--- config.mk ---
export PLATFORM = sky130hd
export DESIGN_NAME = dual_tmr
export DESIGN_NICKNAME = d
export VERILOG_FILES = /design/src/rtl/dual_tmr_pkg.sv /design/src/rtl/dual_tmr_cnt.sv /design/src/rtl/dual_tmr_irq.sv /design/src/rtl/dual_tmr.sv
export SDC_FILE = /design/constraint.sdc
export NUM_CORES = 1
export LEC_CHECK = 0
export BUFFER_PORTS_ARGS = -buffer_cell sky130_fd_sc_hd__buf_4
export CAP_MARGIN = 15
export CORE_UTILIZATION = 25
export CTS_BUF_LIST = sky130_fd_sc_hd__clkbuf_4
export CTS_CLUSTER_SIZE = 12
export DETAILED_ROUTE_END_ITERATION = 6
export HOLD_SLACK_MARGIN = 0.15
export PLACE_DENSITY = 0.47
export SYNTH_ARGS = -nofsm -noshare
export SYNTH_HDL_FRONTEND = slang
export SYNTH_SLANG_ARGS = --single-unit
export TNS_END_PERCENT = 20
--- constraint.sdc ---
create_clock -name clk_i -period 2.47 [get_ports clk_i]
set_input_delay 0.1235 -clock clk_i [delete_from_list [all_inputs] [get_ports clk_i]]
set_output_delay 0.1235 -clock clk_i [all_outputs]
set_load 0.01 [all_outputs]
--- src/rtl/dual_tmr_pkg.sv ---
package dual_tmr_pkg;
  localparam int NUM_SRC = 3;

  // register addresses
  localparam int A_T1_LO     = 0;
  localparam int A_T1_HI     = 1;
  localparam int A_T1_LAT_LO = 2;
  localparam int A_T1_LAT_HI = 3;
  localparam int A_T2_LO     = 4;
  localparam int A_T2_HI     = 5;
  localparam int A_MODE      = 6;
  localparam int A_FLAG      = 7;
  localparam int A_MASK      = 8;

  // flag / enable bit positions
  localparam int FLG_SR = 0;
  localparam int FLG_T2 = 1;
  localparam int FLG_T1 = 2;
endpackage

--- src/rtl/dual_tmr_cnt.sv ---
module dual_tmr_cnt #(
  parameter int CNT_W      = 16,
  parameter bit HAS_RELOAD = 1'b1
) (
  input  logic             clk_i,
  input  logic             rst_ni,
  input  logic             tick_i,
  input  logic             load_i,
  input  logic [CNT_W-1:0] load_val_i,
  input  logic             reload_en_i,
  input  logic [CNT_W-1:0] reload_val_i,
  output logic [CNT_W-1:0] cnt_o,
  output logic             expire_o
);
  logic [CNT_W-1:0] cnt_q;
  logic             armed_q;
  logic             do_reload;
  logic             at_zero;

  generate
    if (HAS_RELOAD) begin : g_reload
      assign do_reload = reload_en_i;
    end else begin : g_oneshot
      logic unused_rl;
      assign unused_rl = reload_en_i ^ (^reload_val_i);
      assign do_reload = 1'b0;
    end
  endgenerate

  assign at_zero  = (cnt_q == '0);
  // a load in the same cycle wins over the zero crossing
  assign expire_o = tick_i & at_zero & ~load_i & (armed_q | do_reload);
  assign cnt_o    = cnt_q;

  always_ff @(posedge clk_i or negedge rst_ni) begin
    if (!rst_ni) begin
      cnt_q   <= '1;
      armed_q <= 1'b0;
    end else if (load_i) begin
      cnt_q   <= load_val_i;
      armed_q <= 1'b1;
    end else if (tick_i) begin
      if (at_zero) begin
        if (do_reload) begin
          cnt_q <= (HAS_RELOAD) ? reload_val_i : '1;
        end else begin
          cnt_q   <= '1;
          armed_q <= 1'b0;
        end
      end else begin
        cnt_q <= cnt_q - CNT_W'(1);
      end
    end
  end
endmodule

--- src/rtl/dual_tmr_irq.sv ---
module dual_tmr_irq #(
  parameter int NUM_SRC = 3
) (
  input  logic               clk_i,
  input  logic               rst_ni,
  input  logic [NUM_SRC-1:0] set_i,
  input  logic [NUM_SRC-1:0] clr_i,
  input  logic               en_wr_i,
  input  logic               en_set_i,
  input  logic [NUM_SRC-1:0] en_bits_i,
  output logic [NUM_SRC-1:0] flags_o,
  output logic [NUM_SRC-1:0] en_o,
  output logic               irq_o
);
  logic [NUM_SRC-1:0] flag_q;
  logic [NUM_SRC-1:0] en_q;

  generate
    for (genvar i = 0; i < NUM_SRC; i++) begin : g_flag
      // a new event wins over a simultaneous clear
      always_ff @(posedge clk_i or negedge rst_ni) begin
        if (!rst_ni)        flag_q[i] <= 1'b0;
        else if (set_i[i])  flag_q[i] <= 1'b1;
        else if (clr_i[i])  flag_q[i] <= 1'b0;
      end
    end
  endgenerate

  always_ff @(posedge clk_i or negedge rst_ni) begin
    if (!rst_ni)        en_q <= '0;
    else if (en_wr_i)   en_q <= en_set_i ? (en_q | en_bits_i) : (en_q & ~en_bits_i);
  end

  assign flags_o = flag_q;
  assign en_o    = en_q;
  assign irq_o   = |(flag_q & en_q);
endmodule

--- src/rtl/dual_tmr.sv ---
module dual_tmr
  import dual_tmr_pkg::*;
#(
  parameter int DATA_W = 8,
  parameter int ADDR_W = 4
) (
  input  logic              clk_i,
  input  logic              rst_ni,
  input  logic              t1_tick_i,
  input  logic              t2_tick_i,
  input  logic              sr_evt_i,
  input  logic              wr_en_i,
  input  logic              rd_en_i,
  input  logic [ADDR_W-1:0] addr_i,
  input  logic [DATA_W-1:0] wdata_i,
  output logic [DATA_W-1:0] rdata_o,
  output logic              irq_o
);
  localparam int CNT_W = 2 * DATA_W;

  function automatic logic hit(input logic [ADDR_W-1:0] a, input int r);
    return a == ADDR_W'(r);
  endfunction

  logic w_t1_lo, w_t1_hi, w_t1_llo, w_t1_lhi, w_t2_lo, w_t2_hi;
  logic w_mode, w_flag, w_mask, r_t1_lo, r_t2_lo;

  assign w_t1_lo  = wr_en_i & hit(addr_i, A_T1_LO);
  assign w_t1_hi  = wr_en_i & hit(addr_i, A_T1_HI);
  assign w_t1_llo = wr_en_i & hit(addr_i, A_T1_LAT_LO);
  assign w_t1_lhi = wr_en_i & hit(addr_i, A_T1_LAT_HI);
  assign w_t2_lo  = wr_en_i & hit(addr_i, A_T2_LO);
  assign w_t2_hi  = wr_en_i & hit(addr_i, A_T2_HI);
  assign w_mode   = wr_en_i & hit(addr_i, A_MODE);
  assign w_flag   = wr_en_i & hit(addr_i, A_FLAG);
  assign w_mask   = wr_en_i & hit(addr_i, A_MASK);
  assign r_t1_lo  = rd_en_i & hit(addr_i, A_T1_LO);
  assign r_t2_lo  = rd_en_i & hit(addr_i, A_T2_LO);

  logic [CNT_W-1:0] t1_lat, t2_lat, t1_lat_d, t2_lat_d;
  logic [CNT_W-1:0] t1_cnt, t2_cnt;
  logic             mode_free;
  logic             t1_exp, t2_exp;

  always_comb begin
    t1_lat_d = t1_lat;
    if (w_t1_lo | w_t1_llo) t1_lat_d[DATA_W-1:0]     = wdata_i;
    if (w_t1_hi | w_t1_lhi) t1_lat_d[CNT_W-1:DATA_W] = wdata_i;
    t2_lat_d = t2_lat;
    if (w_t2_lo)            t2_lat_d[DATA_W-1:0]     = wdata_i;
    if (w_t2_hi)            t2_lat_d[CNT_W-1:DATA_W] = wdata_i;
  end

  always_ff @(posedge clk_i or negedge rst_ni) begin
    if (!rst_ni) begin
      t1_lat    <= '1;
      t2_lat    <= '1;
      mode_free <= 1'b0;
    end else begin
      t1_lat <= t1_lat_d;
      t2_lat <= t2_lat_d;
      if (w_mode) mode_free <= wdata_i[0];
    end
  end

  dual_tmr_cnt #(.CNT_W(CNT_W), .HAS_RELOAD(1'b1)) t1_cnt_i (
    .clk_i        (clk_i),
    .rst_ni       (rst_ni),
    .tick_i       (t1_tick_i),
    .load_i       (w_t1_hi),
    .load_val_i   (t1_lat_d),
    .reload_en_i  (mode_free),
    .reload_val_i (t1_lat),
    .cnt_o        (t1_cnt),
    .expire_o     (t1_exp)
  );

  dual_tmr_cnt #(.CNT_W(CNT_W), .HAS_RELOAD(1'b0)) t2_cnt_i (
    .clk_i        (clk_i),
    .rst_ni       (rst_ni),
    .tick_i       (t2_tick_i),
    .load_i       (w_t2_hi),
    .load_val_i   (t2_lat_d),
    .reload_en_i  (1'b0),
    .reload_val_i (t2_lat),
    .cnt_o        (t2_cnt),
    .expire_o     (t2_exp)
  );

  logic [NUM_SRC-1:0] flg_set, flg_clr, flags, en;

  always_comb begin
    flg_set         = '0;
    flg_set[FLG_SR] = sr_evt_i;
    flg_set[FLG_T2] = t2_exp;
    flg_set[FLG_T1] = t1_exp;
    flg_clr         = {NUM_SRC{w_flag}} & wdata_i[NUM_SRC-1:0];
    flg_clr[FLG_T2] = flg_clr[FLG_T2] | w_t2_hi | r_t2_lo;
    flg_clr[FLG_T1] = flg_clr[FLG_T1] | w_t1_hi | r_t1_lo;
  end

  dual_tmr_irq #(.NUM_SRC(NUM_SRC)) irq_i (
    .clk_i     (clk_i),
    .rst_ni    (rst_ni),
    .set_i     (flg_set),
    .clr_i     (flg_clr),
    .en_wr_i   (w_mask),
    .en_set_i  (wdata_i[DATA_W-1]),
    .en_bits_i (wdata_i[NUM_SRC-1:0]),
    .flags_o   (flags),
    .en_o      (en),
    .irq_o     (irq_o)
  );

  always_comb begin
    rdata_o = '0;
    if (rd_en_i) begin
      if (hit(addr_i, A_T1_LO))     rdata_o = t1_cnt[DATA_W-1:0];
      if (hit(addr_i, A_T1_HI))     rdata_o = t1_cnt[CNT_W-1:DATA_W];
      if (hit(addr_i, A_T1_LAT_LO)) rdata_o = t1_lat[DATA_W-1:0];
      if (hit(addr_i, A_T1_LAT_HI)) rdata_o = t1_lat[CNT_W-1:DATA_W];
      if (hit(addr_i, A_T2_LO))     rdata_o = t2_cnt[DATA_W-1:0];
      if (hit(addr_i, A_T2_HI))     rdata_o = t2_cnt[CNT_W-1:DATA_W];
      if (hit(addr_i, A_MODE))      rdata_o[0] = mode_free;
      if (hit(addr_i, A_FLAG)) begin
        rdata_o[NUM_SRC-1:0] = flags;
        rdata_o[DATA_W-1]    = |(flags & en);
      end
      if (hit(addr_i, A_MASK))      rdata_o[NUM_SRC-1:0] = en;
    end
  end
endmodule

==> impl_metrics.csv, run 1 <==
group,metric,value,unit
floorplan,fp-row-count,48,
timing,timing.fmax,0.443,GHz
floorplan,boundaryPins,28,
yosys,syn_area_per_cell,9.31,um^2
critical_path,critical-path-slowest-cell,"sky130_fd_sc_hd__nand4_2",
route,dr.first_iter.drc_count,261,
timing,final_max_slew_viols,0,
critical_path,slowest_delay,0.43,ns
yosys,synth_fa_ha_area_share,1.13,%
clocking,cts_sinks,65,
floorplan,die-area,18200,um^2
critical_path,worstPathRequired,2.84,ns
power_and_ir_drop,power_per_cell_area,776,nW/um^2
clocking,clock_insertion_delay_worst_skew,0.44,ns
yosys,fraction_of_registers_with_async_set_reset,100,%
clocking,post_cts_buffers,0,
yosys,synthesized_area_fraction_occupied_by_ao_oa_aoi_and_oai_cells,20.6,%
critical_path,crit_path_cell_trace,"inv_1 -> ha_1 -> nor4b_2 -> nand4_2 -> o31a_1 -> a221o_1",
yosys,postSynthNetCount,498,
route,drcViolationCount,0,
power_and_ir_drop,irDropWorstVdd,0.456,mV
clocking,tritoncts.num_buffers,9,
yosys,synth-seq-area-share,38.4,%
floorplan,core-area,17300,um^2
timing,min_period,2.26,ns
layout,finalNonFillerCells,735,
worst_hold_path,hold_path_class,"in -> reg",
yosys,synth_top_family_by_area,"simple AND/OR/NAND/NOR gates",
timing,post-route-period-util,91.4,%
yosys,synth_flop_cell,"sky130_fd_sc_hd__dfstp_2",
clocking,tritoncts_clock_tree,"yes",
critical_path,worst_path_maximum_fanout,14,
yosys,yosys_register_bits,65,
power_and_ir_drop,fin_total_pwr,3.92,mW
yosys,yosysUniqueCellTypes,70,
critical_path,criticalPathCategory,"reg -> reg",
floorplan,die_x,135,um
layout,postLayoutCoreUtil,29.2,%
placed_design,numPlacedInstances,706,
critical_path,cp.arrival,2.63,ns
route,routed-via-count,3935,
yosys,synth_mux_area_share,11.2,%
yosys,postSynthCellCount,475,
grt,track_usage,15.9,%
flow_run,number_of_max_cap_violations,0,
clocking,clockBufferDepth,2,
route,drt_pre_antenna_iters,5,
route,routed_via_density,5.35,
yosys,yosysWarningCount,0,
layout,fillers,1888,
layout,insertedDiodeCount,0,
yosys,synth_enable_flop_cells,0,
layout,fin_area,5060,um^2
yosys,post_synth_and_or_nand_nor_area_fraction,22.6,%
timing,final.setup_skew,0.0158,ns
clocking,postCtsHoldBufs,13,
outcome,status,"finished, final reports clean",
placed_design,final_gp_congestion,0.828,
placed_design,placement.cell_area,4830,um^2
critical_path,path_delay_family,"simple AND/OR/NAND/NOR gates",
power_and_ir_drop,leakage_power,1.87,nW
clocking,cts.reportedPaths.clkPinSlew,0.11,ns
critical_path,worst_setup_path_end_kind,"flop",
floorplan,die_h,135,um
route,route.detailed.wl_per_inst,19.2,um
grt,grt_max_degree,66,
grt,antenna_found_initial,0,
grt,grt_pass1_wl,22100,um
placed_design,dp_hpwl,10100,um
grt,grt_overflow_total,0,
layout,post_route_cells_drive_above_1_share,30.8,%
timing,final-hold-violation-count,0,
clocking,cts_root_buffer,"sky130_fd_sc_hd__clkbuf_4",
yosys,mappedNetlistArea,4420,um^2
timing,slew_headroom,41.8,%
clocking,cts.repair.resized,0,
grt,via_count_of_the_first_global_routing_pass,3834,
yosys,yosys.area_share.xor_xnor,1.39,%
timing,final_report_setup_violation_count,0,
floorplan,initial_core_util,25.6,%
layout,areaGrowthSynthToFinish,14.4,%
timing,unrepaired_setup_endpoints_after_global_routing,"false",
timing,setup_tns,0,ns
route,route.antenna.remaining_nets,0,
critical_path,path_buf_inv,1,
timing,timing_worst_slew_pin_value,0.873,ns
clocking,ctsHtreeMaxLevel,3,
critical_path,setup_crit_start_kind,"flop",
placed_design,io_buffers,27,
route,drt_wl_total,14100,um
layout,final_net_count,528,
## synthesized netlist by cell type (all sizes together), types with 3 or more instances
| library cell | count | area [um^2] |
|---|---|---|
| dfstp | 56 | 1470 |
| nand2 | 50 | 188 |
| o21ai | 45 | 225 |
| nor2 | 36 | 145 |
| mux2 | 31 | 372 |
| a21oi | 24 | 120 |
| buf | 17 | 104 |
| inv | 15 | 56.3 |
| nand3 | 15 | 75.1 |
| nor3 | 13 | 80.1 |
| clkbuf | 12 | 46.3 |
| mux2i | 10 | 100 |
| nand4 | 10 | 75.1 |
| nor2b | 10 | 62.6 |
| dfrtp | 9 | 225 |
| o31ai | 9 | 67.6 |
| and3 | 8 | 50.1 |
| nor4 | 8 | 114 |
| or3 | 8 | 50.1 |
| a222oi | 7 | 70.1 |
| o311ai | 7 | 61.3 |
| a22o | 6 | 52.6 |
| o211ai | 6 | 45.0 |
| a211oi | 5 | 37.5 |
| a21o | 4 | 30.0 |
| a31oi | 4 | 25.0 |
| ha | 4 | 50.1 |
| o22ai | 4 | 25.0 |
| xor2 | 4 | 35.0 |
| xnor2 | 3 | 26.3 |
## per-stage QoR
stage | setup slack, ns | hold WS (ns)
floorplan | 0.603 | -0.172
global placement | 0.383 | 0.283
detailed placement | 0.289 | 0.289
CTS | 0.246 | 0.151
global route | 0.0907 | 0.182
finish | 0.213 | 0.172
## kinds of logic (layout without fill, tap and decap cells)
| family | after synthesis | after routing |
|---|---|---|
| fa+ha+maj | 4 | 4 |
| flops | 65 | 65 |
| mux | 42 | 42 |
| simple gates | 176 | 176 |
| buf+inv | 44 | 79 |
| compound gates | 137 | 137 |
| xor+xnor | 7 | 7 |
## layout make-up
type	instances	area, um^2	area share, %
clock buffers	10	75.1	1.48
clock inverters	6	25.0	0.495
inverters	15	56.3	1.11
multi-input cells	366	2530	50.0
flip-flops and latches	65	1700	33.5
well taps	225	282	5.57
repair buffers	48	393	7.77
## path summary, 6_finish.rpt
kind,from,to,cells after the start,slack (ns)
setup / recovery,t1_cnt_i.cnt_o[1],t1_cnt_i.cnt_o[2],6,0.21
hold / removal,wr_en_i,flop,5,0.17
setup reg to reg,t1_cnt_i.cnt_o[1],t1_cnt_i.cnt_o[2],6,0.21
hold reg to reg,t2_lat[6],t2_cnt_i.cnt_o[6],2,0.48
max in group asynchronous,rst_ni,t1_cnt_i.armed_q,2,1.59
min in group asynchronous,rst_ni,t2_cnt_i.armed_q,2,0.35
## power breakdown
group	leakage (nW)	switching [mW]	internal, mW
clock	0.0601	0.416	0.202
combinational	1.12	0.642	0.580
sequential	0.695	0.516	1.57
total	1.87	1.57	2.35
## per-layer routing
metal / GRT usage (%) / part of all wire [%]
met5: 0 / 0
met4: 3.50 / 0.93
met3: 2.74 / 4.4
met2: 26.8 / 49
met1: 21.3 / 45
## flip-flops by register name (all words and copies together) (netlist names), named ones only
| signal | flops |
|---|---|
| t1_cnt_i.cnt_o | 16 |
| t1_lat | 16 |
| t2_cnt_i.cnt_o | 16 |
| t2_lat | 8 |
| irq_i.flags_o | 3 |
| mode_free | 1 |
| t1_cnt_i.armed_q | 1 |
| t2_cnt_i.armed_q | 1 |
## cells in the final DEF, fill, tap and decap left out, types with 12 or more instances in the layout
master	n
sky130_fd_sc_hd__dfstp_2	56
sky130_fd_sc_hd__nand2_1	50
sky130_fd_sc_hd__buf_4	35
sky130_fd_sc_hd__nor2_1	34
sky130_fd_sc_hd__o21ai_0	33
sky130_fd_sc_hd__mux2_2	24
sky130_fd_sc_hd__a21oi_1	24
sky130_fd_sc_hd__nand3_1	15
sky130_fd_sc_hd__inv_1	14
sky130_fd_sc_hd__dlygate4sd3_1	13
sky130_fd_sc_hd__o21ai_1	12
## worst reg2reg max path: cells and delay by family (launching register included)
kind / cells / cell delay [ns]
flip-flops: 1 / 0.42
AND/OR/NAND/NOR: 2 / 0.80
AO/OA/AOI/OAI: 2 / 0.69
adder cells (fa/ha/maj): 1 / 0.19
buffers and inverters: 1 / 0.10
No activity file was read; power rests on OpenSTA's default activity.
==> run 2, diff against run 1 <==
--- a/config.mk
+++ b/config.mk
@@ -12,7 +12,7 @@
 export CTS_CLUSTER_SIZE = 12
 export DETAILED_ROUTE_END_ITERATION = 6
 export HOLD_SLACK_MARGIN = 0.15
-export PLACE_DENSITY = 0.47
+export PLACE_DENSITY = 0.48
 export SYNTH_ARGS = -nofsm -noshare
 export SYNTH_HDL_FRONTEND = slang
 export SYNTH_SLANG_ARGS = --single-unit
==> constraint.sdc (replaced) <==
create_clock -name clk_i -period 1.8 [get_ports clk_i]
set_input_delay 0.09 -clock clk_i [delete_from_list [all_inputs] [get_ports clk_i]]
set_output_delay 0.09 -clock clk_i [all_outputs]
set_load 0.01 [all_outputs]
==> impl_metrics.csv, run 2 (synthesis results as in run 1) <==
group,metric,value,unit
placed_design,dp_hpwl,10900,um
route,dr_wl_met3,637,um
layout,layout_commonest_cell,"sky130_fd_sc_hd__buf_4",
timing,hold_slack,0.179,ns
route,route.detailed.wl_per_inst,18.4,um
layout,regArea,1700,um^2
placed_design,final_gp_congestion,0.851,
route,drcViolationCount,0,
critical_path,critical_path.most_common_cell,"sky130_fd_sc_hd__buf_4",
route,wl_met1,6650,um
timing,final.setup_skew,0.0194,ns
timing,final_report_setup_violation_count,22,
layout,postLayoutCoreUtil,33.5,%
critical_path,worstPathRequired,1.71,ns
timing,final-hold-violation-count,0,
route,drt_wl_total,14800,um
route,dr.first_iter.drc_count,334,
clocking,clock_insertion_delay_worst_skew,0.44,ns
route,route.met2.wl,7200,um
power_and_ir_drop,irDropWorstVdd,0.513,mV
route,routed-via-count,4263,
timing,post-route-period-util,113,%
critical_path,regToRegStartpoint,"t1_cnt_i.cnt_o[6]",
floorplan,die-area,18200,um^2
clocking,ctsHtreeMaxLevel,3,
route,routed.top_layer,"met4",
layout,post_route_cells_drive_above_1_share,41.8,%
power_and_ir_drop,fin_total_pwr,6.20,mW
floorplan,die_h,135,um
timing,slew_headroom,63.5,%
clocking,tritoncts.num_buffers,9,
grt,grt_overflow_total,0,
layout,fillers,1795,
critical_path,setup_crit_start_kind,"flop",
grt,antenna_found_initial,0,
outcome,status,"finished with violations",
critical_path,criticalPathCategory,"reg -> out",
critical_path,cp.arrival,1.95,ns
timing,layout_setup_ws,-0.237,ns
route,route.antenna.remaining_nets,0,
layout,areaGrowthSynthToFinish,31.2,%
timing,timing_worst_slew_pin_value,0.548,ns
floorplan,core-area,17300,um^2
clocking,clockBufferDepth,2,
route,routed_via_density,5.29,
flow_run,number_of_max_cap_violations,0,
layout,insertedDiodeCount,0,
timing,min_period,2.04,ns
critical_path,worst_setup_path_end_kind,"primary output",
timing,unrepaired_setup_endpoints_after_global_routing,"true",
critical_path,cp-startpoint,"t1_cnt_i.cnt_o[10]",
power_and_ir_drop,power_per_cell_area,1070,nW/um^2
grt,grt_pass1_wl,23400,um
critical_path,slowest_delay,0.39,ns
floorplan,die_x,135,um
layout,multi_input_area,2630,um^2
outcome,violations_in_the_final_reports,"negative setup slack",
route,drt_pre_antenna_iters,5,
layout,fin_area,5800,um^2
floorplan,fp-row-count,48,
placed_design,io_buffers,27,
critical_path,worst_path_maximum_fanout,2,
timing,timing.fmax,0.491,GHz
worst_hold_path,hold_path_class,"in -> async",
power_and_ir_drop,leakage_power,2.27,nW
layout,final_net_count,599,
layout,final_cell_mix,"89 x sky130_fd_sc_hd__buf_4, 56 x sky130_fd_sc_hd__dfstp_2, 49 x sky130_fd_sc_hd__nand2_1",
floorplan,boundaryPins,28,
grt,via_count_of_the_first_global_routing_pass,4219,
grt,track_usage,16.9,%
timing,final_max_slew_viols,0,
floorplan,initial_core_util,25.6,%
critical_path,crit_path_cell_trace,"buf_4 -> o211ai_1 -> o21ai_2 -> a222oi_1 -> a311oi_1 -> buf_4 -> buf_6",
clocking,tritoncts_clock_tree,"yes",
timing,setup_tns,-1.69,ns
clocking,cts_root_buffer,"sky130_fd_sc_hd__clkbuf_4",
grt,grt_max_degree,39,
critical_path,critical-path-slowest-cell,"sky130_fd_sc_hd__dfstp_2",
placed_design,placement.cell_area,5260,um^2
clocking,cts_sinks,65,
clocking,cts.reportedPaths.clkPinSlew,0.12,ns
## run 2: changes by cell type in the layout (fill, tap and decap cells not counted), moves of 3 or more
cell                      previous run  this run
sky130_fd_sc_hd__buf_4              35        89
sky130_fd_sc_hd__o21ai_1            12        17
sky130_fd_sc_hd__buf_6               0        12
sky130_fd_sc_hd__buf_12              0         3
sky130_fd_sc_hd__o21ai_0            33        26
## run 2: what timing repair did
item	in CTS	in global routing
resized for setup	16	23
pin swaps	11	16
endpoints found under the hold margin	101	0
endpoints found under the setup margin	24	43
hold buffers	14	0
buffers inserted	9	8
cloned	0	1
## run 2: worst paths after layout
kind,to,slack (ns),cells after the start
max,rdata_o[2],-0.24,7
max reg2reg,t1_cnt_i.cnt_o[2],-0.11,7
min,t2_cnt_i.armed_q,0.18,2
max in group asynchronous,t1_lat[2],1.01,3
min reg2reg,t2_cnt_i.cnt_o[6],0.48,2
min in group clk_i,mode_free,0.20,4
## run 2: critical path: cells and delay by family (launching register included)
family / cells / cell delay [ns]
buffers and inverters: 3 / 0.41
flip-flops: 1 / 0.39
AO/OA/AOI/OAI: 4 / 0.70
## run 2: layer usage
| layer | track usage, % | vias to the layer above |
|---|---|---|
| met1 | 21.7 | 2132 |
| met5 | 0 | - |
| met2 | 28.5 | 111 |
| met4 | 5.49 | 0 |
| met3 | 3.23 | 25 |
| li1 | - | 1995 |
## run 2: report_power, final
group	switching [mW]	internal, mW	leakage [nW]
registers	0.489	2.14	0.695
clock network	0.538	0.440	0.0734
logic	1.31	1.29	1.51
total	2.34	3.87	2.27
## run 2: area by class of cell
cell class / count / share of cell area (%)
multi-input cells: 367 / 45.4
flip-flops and latches: 65 / 29.3
repair buffers: 118 / 17.3
well taps: 225 / 4.85
clock buffers: 11 / 1.42
inverters: 15 / 0.971
clock inverters: 5 / 0.798
## run 2: per-stage QoR
step                      std cells  setup WS [ns]
after global routing            806         -0.370
after floorplan                 475        -0.0533
after CTS                       797         -0.298
final                           806         -0.237
after detailed placement        758        -0.0754
after global placement          758        -0.0527
==> run 3, diff against run 2 <==
--- a/config.mk
+++ b/config.mk
@@ -12,7 +12,7 @@
 export CTS_CLUSTER_SIZE = 12
 export DETAILED_ROUTE_END_ITERATION = 6
 export HOLD_SLACK_MARGIN = 0.15
-export PLACE_DENSITY = 0.48
+export PLACE_DENSITY = 0.47
 export SYNTH_ARGS = -nofsm -noshare
 export SYNTH_HDL_FRONTEND = slang
 export SYNTH_SLANG_ARGS = --single-unit
==> constraint.sdc (replaced) <==
create_clock -name clk_i -period 1.8 [get_ports clk_i]
set_input_delay 0.27 -clock clk_i [delete_from_list [all_inputs] [get_ports clk_i]]
set_output_delay 0.27 -clock clk_i [all_outputs]
set_load 0.01 [all_outputs]
==> impl_metrics.csv, run 3 (synthesis results as in run 1) <==
group,metric,value,unit
layout,fillers,1814,
clocking,cts_sinks,65,
layout,areaGrowthSynthToFinish,40.1,%
placed_design,dp_hpwl,11700,um
clocking,clockBufferDepth,2,
placed_design,placement.cell_area,5550,um^2
critical_path,worst_setup_path_end_kind,"primary output",
grt,grt_pass1_wl,25000,um
timing,unrepaired_setup_endpoints_after_global_routing,"true",
critical_path,worstPathRequired,1.53,ns
layout,final_net_count,643,
layout,finalNonFillerCells,850,
grt,grt_overflow_total,0,
route,routed_via_density,5.21,
floorplan,initial_core_util,25.6,%
timing,layout_setup_ws,-0.421,ns
floorplan,die_x,135,um
route,route.detailed.wl_per_inst,18.7,um
flow_run,number_of_max_cap_violations,0,
timing,hold_slack,0.224,ns
clocking,tritoncts_clock_tree,"yes",
layout,layout_commonest_cell,"sky130_fd_sc_hd__buf_4",
layout,post_route_cells_drive_above_1_share,47.5,%
layout,final_cell_mix,"133 x sky130_fd_sc_hd__buf_4, 56 x sky130_fd_sc_hd__dfstp_2, 48 x sky130_fd_sc_hd__nand2_1",
outcome,violations_in_the_final_reports,"negative setup slack",
route,wl_met1,7090,um
timing,post-route-period-util,123,%
layout,insertedDiodeCount,0,
clocking,cts_root_buffer,"sky130_fd_sc_hd__clkbuf_4",
floorplan,fp-row-count,48,
grt,grt_max_degree,40,
route,route.met2.wl,7900,um
placed_design,final_gp_congestion,0.903,
timing,final_max_slew_viols,0,
worst_hold_path,hold_path_class,"in -> reg",
route,drcViolationCount,0,
timing,min_period,2.22,ns
power_and_ir_drop,power_per_cell_area,1060,nW/um^2
power_and_ir_drop,leakage_power,2.51,nW
layout,fin_area,6190,um^2
layout,regArea,1700,um^2
floorplan,boundaryPins,28,
grt,track_usage,18.1,%
clocking,clock_insertion_delay_worst_skew,0.45,ns
route,route.antenna.remaining_nets,0,
grt,antenna_found_initial,0,
route,routed-via-count,4427,
grt,via_count_of_the_first_global_routing_pass,4402,
critical_path,setup_crit_start_kind,"flop",
timing,timing_worst_slew_pin_value,0.554,ns
route,routed.top_layer,"met4",
power_and_ir_drop,fin_total_pwr,6.56,mW
floorplan,die-area,18200,um^2
clocking,ctsHtreeMaxLevel,3,
placed_design,io_buffers,27,
critical_path,criticalPathCategory,"reg -> out",
timing,final_report_setup_violation_count,27,
route,drt_wl_total,15900,um
route,dr_wl_met3,645,um
layout,postLayoutCoreUtil,35.8,%
power_and_ir_drop,irDropWorstVdd,0.622,mV
outcome,status,"finished with violations",
timing,final.setup_skew,0.00798,ns
timing,timing.fmax,0.450,GHz
critical_path,cp.arrival,1.95,ns
clocking,tritoncts.num_buffers,9,
timing,slew_headroom,63.1,%
route,dr.first_iter.drc_count,295,
layout,multi_input_area,2700,um^2
critical_path,worst_path_maximum_fanout,2,
clocking,cts.reportedPaths.clkPinSlew,0.11,ns
timing,final-hold-violation-count,0,
route,drt_pre_antenna_iters,7,
floorplan,core-area,17300,um^2
placed_design,numPlacedInstances,795,
floorplan,die_h,135,um
==> run 3: area by class of cell <==
type                    count  area share, %
multi-input cells         366           43.5
clock buffers              11           1.33
clock inverters             5          0.364
inverters                  15          0.909
well taps                 225           4.55
flip-flops and latches     65           27.4
repair buffers            163           21.9
==> run 3: final timing paths <==
check	start	endpoint	slack [ns]	cells past startpoint
worst max-delay path	t1_cnt_i.cnt_o[1]	rdata_o[1]	-0.42	7
worst min-delay path	t2_tick_i	t2_cnt_i.cnt_o[7]	0.22	3
worst max register to register	t1_cnt_i.cnt_o[5]	t1_cnt_i.cnt_o[14]	-0.18	8
worst min register to register	t2_lat[6]	t2_cnt_i.cnt_o[6]	0.47	2
max in group asynchronous	rst_ni	t1_lat[12]	0.84	3
min in group asynchronous	rst_ni	asynchronous set/reset pin	0.34	2
==> run 3: worst max-delay path, cell delays in order, from the launching register on <==
cell and delay [ns]:
sky130_fd_sc_hd__dfstp_2 0.55, sky130_fd_sc_hd__buf_6 0.11, sky130_fd_sc_hd__o22ai_2 0.05, sky130_fd_sc_hd__o21ai_1 0.13, sky130_fd_sc_hd__a222oi_1 0.11, sky130_fd_sc_hd__a311oi_2 0.29
sky130_fd_sc_hd__buf_4 0.17, sky130_fd_sc_hd__buf_6 0.09
==> run 3: per-stage QoR <==
stage                     TNS [ns]  worst slack, ns
after floorplan            -0.0623          -0.0533
after global placement       -1.34           -0.232
after detailed placement     -1.62           -0.187
after CTS                    -3.24           -0.506
after global routing         -6.81           -0.540
final                        -3.44           -0.421
==> run 3: timing repair <==
item,CTS,global route
pin swaps,20,23
hold buffers,12,0
hold endpoints to repair,67,0
setup endpoints to repair,34,43
setup buffers,16,11
resized for setup,38,21
==> run 3: power by group <==
| part | switching, mW | internal [mW] | leakage (nW) | total, mW |
|---|---|---|---|---|
| sequential | 0.431 | 2.14 | 0.693 | 2.57 |
| clock | 0.556 | 0.299 | 0.0655 | 0.854 |
| combinational | 1.54 | 1.60 | 1.75 | 3.14 |
| total | 2.52 | 4.04 | 2.51 | 6.56 |
==> run 3: routing by layer <==
layer | vias up | GRT usage (%)
li1 | 2073 | -
met1 | 2222 | 23.5
met2 | 108 | 30.5
met3 | 24 | 3.98
met4 | 0 | 3.87
met5 | - | 0
